File: config.mk
export PLATFORM = sky130hd
export DESIGN_NAME = dirarb_top
export DESIGN_NICKNAME = d
export VERILOG_FILES = /design/src/rtl/dirarb_pkg.sv /design/src/rtl/dirarb_pick.sv /design/src/rtl/dirarb_flow.sv /design/src/rtl/dirarb_top.sv
export SDC_FILE = /design/constraint.sdc
export NUM_CORES = 1
export LEC_CHECK = 0
export ABC_AREA = 1
export CORE_MARGIN = 1
export CORE_UTILIZATION = 46
export DETAILED_ROUTE_END_ITERATION = 8
export PLACE_DENSITY = 0.9
export SLEW_MARGIN = 40
export SYNTH_ARGS = -nofsm -noshare
export SYNTH_HDL_FRONTEND = slang
export SYNTH_SLANG_ARGS = --single-unit
File: constraint.sdc
create_clock -name clk -period 15.85 [get_ports clk]
set_input_delay 3.17 -clock clk [delete_from_list [all_inputs] [get_ports clk]]
set_output_delay 3.17 -clock clk [all_outputs]
set_load 0.01 [all_outputs]
File: src/rtl/dirarb_pkg.sv
package dirarb_pkg;
  typedef enum logic {
    DIR_RD = 1'b0,
    DIR_WR = 1'b1
  } dir_e;
endpackage

File: src/rtl/dirarb_pick.sv
module dirarb_pick #(
  parameter int N_CH = 16
) (
  input  logic [N_CH-1:0]          req,
  input  logic [N_CH-1:0]          dir,
  input  logic                     pref,
  input  logic                     pen_en,
  output logic                     any,
  output logic [$clog2(N_CH)-1:0]  win,
  output logic                     win_dir
);
  localparam int IDX_W = $clog2(N_CH);
  localparam int PRI_W = IDX_W + 1;

  logic [PRI_W-1:0] best;
  logic [PRI_W-1:0] eff;
  logic             pen;

  always_comb begin
    any  = 1'b0;
    win  = '0;
    best = '1;
    eff  = '0;
    pen  = 1'b0;
    for (int i = 0; i < N_CH; i++) begin
      pen = pen_en && (dir[i] != pref);
      eff = {pen, IDX_W'(i)};
      if (req[i] && (!any || eff < best)) begin
        any  = 1'b1;
        best = eff;
        win  = IDX_W'(i);
      end
    end
    win_dir = dir[win];
  end
endmodule

File: src/rtl/dirarb_flow.sv
module dirarb_flow
  import dirarb_pkg::*;
#(
  parameter int PER_W = 8
) (
  input  logic             clk,
  input  logic             rst,
  input  logic [PER_W-1:0] period,
  input  logic             fire,
  input  logic             fire_dir,
  output logic             pref,
  output logic             pen_en
);
  logic [PER_W-1:0] cnt_q;
  logic             open_q;
  logic             pref_q;
  logic             live_q;

  assign pref   = pref_q;
  assign pen_en = (period != '0) && !open_q;

  always_ff @(posedge clk) begin
    if (rst) begin
      pref_q <= DIR_RD;
      cnt_q  <= period;
      open_q <= 1'b0;
      live_q <= 1'b0;
    end else begin
      live_q <= 1'b1;
      if (period == '0) begin
        if (fire) pref_q <= fire_dir;
        cnt_q  <= '0;
        open_q <= !fire;
      end else if (!fire) begin
        open_q <= 1'b1;
        cnt_q  <= period;
      end else if (open_q || fire_dir != pref_q) begin
        pref_q <= fire_dir;
        cnt_q  <= period;
        open_q <= 1'b0;
      end else if (cnt_q <= PER_W'(1)) begin
        pref_q <= ~pref_q;
        cnt_q  <= period;
      end else begin
        cnt_q  <= cnt_q - PER_W'(1);
      end
    end
  end

  AST_PREF_HOLD: assert property (@(posedge clk) disable iff (rst || !live_q)
    !$past(fire) && $past(period) != '0 |-> $stable(pref_q));
  AST_BUDGET_FLIP: assert property (@(posedge clk) disable iff (rst || !live_q)
    fire && !open_q && period != '0 && fire_dir == pref_q && cnt_q == PER_W'(1)
      |=> pref_q != $past(pref_q));
  AST_AGAINST_TAKES: assert property (@(posedge clk) disable iff (rst || !live_q)
    fire && fire_dir != pref_q |=> pref_q == $past(fire_dir));
endmodule

File: src/rtl/dirarb_top.sv
module dirarb_top #(
  parameter int N_CH  = 16,
  parameter int PER_W = 8
) (
  input  logic             clk,
  input  logic             rst,
  input  logic [N_CH-1:0]  req_i,
  input  logic [N_CH-1:0]  dir_i,
  input  logic [PER_W-1:0] period_i,
  output logic [N_CH-1:0]  gnt_o,
  output logic             gnt_vld_o,
  output logic             pref_dir_o
);
  localparam int IDX_W = $clog2(N_CH);

  logic             any;
  logic [IDX_W-1:0] win;
  logic             win_dir;
  logic             pref;
  logic             pen_en;
  logic [N_CH-1:0]  onehot;
  logic [N_CH-1:0]  gnt_q;
  logic             vld_q;
  logic             live_q;

  dirarb_pick #(.N_CH(N_CH)) pick_i (
    .req     (req_i),
    .dir     (dir_i),
    .pref    (pref),
    .pen_en  (pen_en),
    .any     (any),
    .win     (win),
    .win_dir (win_dir)
  );

  dirarb_flow #(.PER_W(PER_W)) flow_i (
    .clk      (clk),
    .rst      (rst),
    .period   (period_i),
    .fire     (any),
    .fire_dir (win_dir),
    .pref     (pref),
    .pen_en   (pen_en)
  );

  for (genvar g = 0; g < N_CH; g++) begin : g_dec
    assign onehot[g] = any && (win == IDX_W'(g));
  end

  always_ff @(posedge clk) begin
    if (rst) begin
      gnt_q  <= '0;
      vld_q  <= 1'b0;
      live_q <= 1'b0;
    end else begin
      gnt_q  <= onehot;
      vld_q  <= any;
      live_q <= 1'b1;
    end
  end

  assign gnt_o      = gnt_q;
  assign gnt_vld_o  = vld_q;
  assign pref_dir_o = pref;

  AST_GNT_ONEHOT: assert property (@(posedge clk) disable iff (rst)
    $onehot0(gnt_q));
  AST_GNT_SUBSET: assert property (@(posedge clk) disable iff (rst || !live_q)
    (gnt_q & ~$past(req_i)) == '0);
  AST_NO_IDLE: assert property (@(posedge clk) disable iff (rst || !live_q)
    vld_q == ($past(req_i) != '0));
  AST_FIXED_WHEN_OFF: assert property (@(posedge clk) disable iff (rst || !live_q)
    $past(period_i) == '0 |-> gnt_q == ($past(req_i) & (~$past(req_i) + 1'b1)));
endmodule

==> flow_summary.yaml <==
placement:
  place_area_mm2: 0.00354
  placedCellCount: 589
  dpl.hpwl_um: 5220
  io_buffers: 59
  gp_congestion: 0.874
sta:
  finalClockSkew_ps: 5.53
  fin_crit_sh_pct: 104
  tightest_slew_ps: 699
  max_freq_mhz: 60.7
  rsz0062_at_grt: "true"
  setup_viol: 9
  postLayoutSetupSlackWorst_ps: -632
  period_minus_slack_ps: 16480
  finalHoldViolCount: 0
  relSlewSlack_pct: 53.4
  slew_viol_final: 0
synth:
  netlist_area_mm2: 0.00252
  synth.distinct_cells: 36
  synth_area_per_cell_um2: 6.14
  yosys_warnings: 0
  ys_ff_latch: 27
  syn-instance-count: 411
  synthesis.nets: 469
  ys_seq_area_share_pct: 21.4
grt:
  grt_pass1_vias: 2892
  grtUsageTotal_pct: 24.3
  grt_antenna_before_repair: 0
  grt_pass1_wl_um: 11900
  grt_max_degree: 25
  grt-ovfl-total: 0
status:
  failed_checks: "negative setup slack"
  status: "finished, violations left"
clock_network:
  cts_tree: "done"
  clock_path_buffers: 2
  cts_sinks: 27
  clk_pin_slew_worst_paths_ps: 100
  cts.root.buffer_cell: "clkbuf_8"
  htree_levels: 1
  cts_made_buffers: 3
  ctsHoldBuffers: 0
  clk-insertion-delay-late_ps: 280
routing:
  drc_errors: 0
  drt_first_iter_violations: 260
  via_per_inst: 5.53
  drtPass1Iterations: 6
  routed_wl_um: 9010
  vias: 3426
  ant_nets: 0
  wl_per_cell_um: 14.5
final_layout:
  syn2layout_area_growth_pct: 64.5
  drive_gt1_share_pct: 40.8
  postLayoutCellArea_mm2: 0.00415
  fin_cells: 619
  layout_commonest_cell: "nand2_1"
  nets: 608
  mostFrequentLayoutCells: "nand2_1 (99), buf_4 (77), clkdlybuf4s50_1 (49)"
  diodes: 0
critical_path:
  crit_top_cell: "nand2_2"
  path_max_fanout: 8
  arrival_ps: 16660
  cp.required_ps: 16030
  crit_type: "in -> reg"
  cp_slowest_cell: "ha_1"
  end_kind: "register"
  max_stage_delay_ps: 300
  cp-start-kind: "primary input"
hold_path:
  min_path_type: "reg -> reg"
floorplanning:
  dieWidth_um: 76.1
  die_area_mm2: 0.00578
  rows: 26
  design.core.area_mm2: 0.00520
  ios: 60
  floorplan.initialDensity_pct: 48.5
  die_y_um: 76.1
flow_run:
  max_cap_violations: 0
-- layout make-up --
class | count | area [µm²]
Tap cell | 70 | 87.6
Sequential cell | 27 | 541
Fill cell | 303 | 1060
Inverter | 60 | 230
Timing Repair Buffer | 142 | 1240
Clock inverter | 1 | 7.51
Clock buffer | 3 | 41.3
Multi-Input combinational cell | 316 | 2000
-- metrics by stage --
stage	util [%]	worst slack, ps	TNS (ps)	hold WS, ps
after global routing	79.7	-1320	-19660	646
after floorplan	-	270	0	555
after CTS	70.4	-529	-4640	605
after global placement	68.1	-518	-4470	581
after detailed placement	68.1	-1160	-18500	588
final	79.7	-632	-5420	608
-- path summary, 6_finish.rpt --
check,depth (start not counted),slack (ps),end,from
min,3,610,flow_i.cnt_q[0]$_DFF_P_,flow_i.cnt_q[0]$_DFF_P_
max,110,-630,flow_i.cnt_q[4]$_DFF_P_,period_i[3]
max reg2reg,106,1710,flow_i.cnt_q[4]$_DFF_P_,flow_i.pref$_SDFFE_PP0P_
min reg2reg,3,610,flow_i.cnt_q[0]$_DFF_P_,flow_i.cnt_q[0]$_DFF_P_
-- cells in the mapped netlist (all sizes together) --
cell | number | area (µm²)
clkinv | 2 | 7.51
o211ai | 1 | 7.51
inv | 58 | 218
o21a | 1 | 7.51
a21oi | 19 | 114
or3 | 1 | 6.26
o22ai | 2 | 12.5
nor2 | 47 | 201
o21ai | 15 | 86.3
dfxtp | 27 | 541
buf | 7 | 75.1
xor2 | 7 | 61.3
a311oi | 1 | 8.76
a21boi | 1 | 7.51
o311ai | 1 | 8.76
o2111ai | 1 | 8.76
nand3 | 39 | 205
dlygate4sd1 | 1 | 8.76
nand4 | 9 | 56.3
xnor2 | 4 | 35.0
or2 | 19 | 119
ha | 16 | 200
nor3 | 3 | 20.0
nand2 | 129 | 507
-- cells by family after synthesis --
group | synth area share, %
simple gates | 44.2
buf+inv | 12.3
compound gates | 10.4
flops | 21.4
fa+ha+maj | 7.94
xor+xnor | 3.82
-- routing by layer --
metal | vias up | GRT usage (%) | part of all wire, %
li1 | 1585 | - | -
met1 | 1580 | 28.0 | 38
met2 | 215 | 47.5 | 51
met3 | 46 | 2.16 | 6.7
met4 | 0 | 6.35 | 3.6
met5 | - | 0 | 0
-- registers in the layout, summed over array words and instances, names as in the netlist --
signal,flops
flow_i.pref,1
flow_i.open_q,1
gnt_vld_o,1
flow_i.cnt_q,8
gnt_o,16
-- what timing repair did --
| item | in CTS | in global routing |
|---|---|---|
| setup buffers | 3 | 24 |
| pin swaps | 6 | 84 |
| setup endpoints to repair | 24 | 25 |
| gates resized for setup | 21 | 118 |
-- worst max-delay path: cells and delay by family --
family | cells | cell delay (ps)
AOI/OAI and AO/OA | 17 | 2510
and+or+nand+nor | 57 | 5970
buffers and inverters | 22 | 1610
adders and majority gates | 14 | 3360
Power is not shown: default switching activity piles up to over one toggle a cycle in this logic, so the estimate is an artifact.
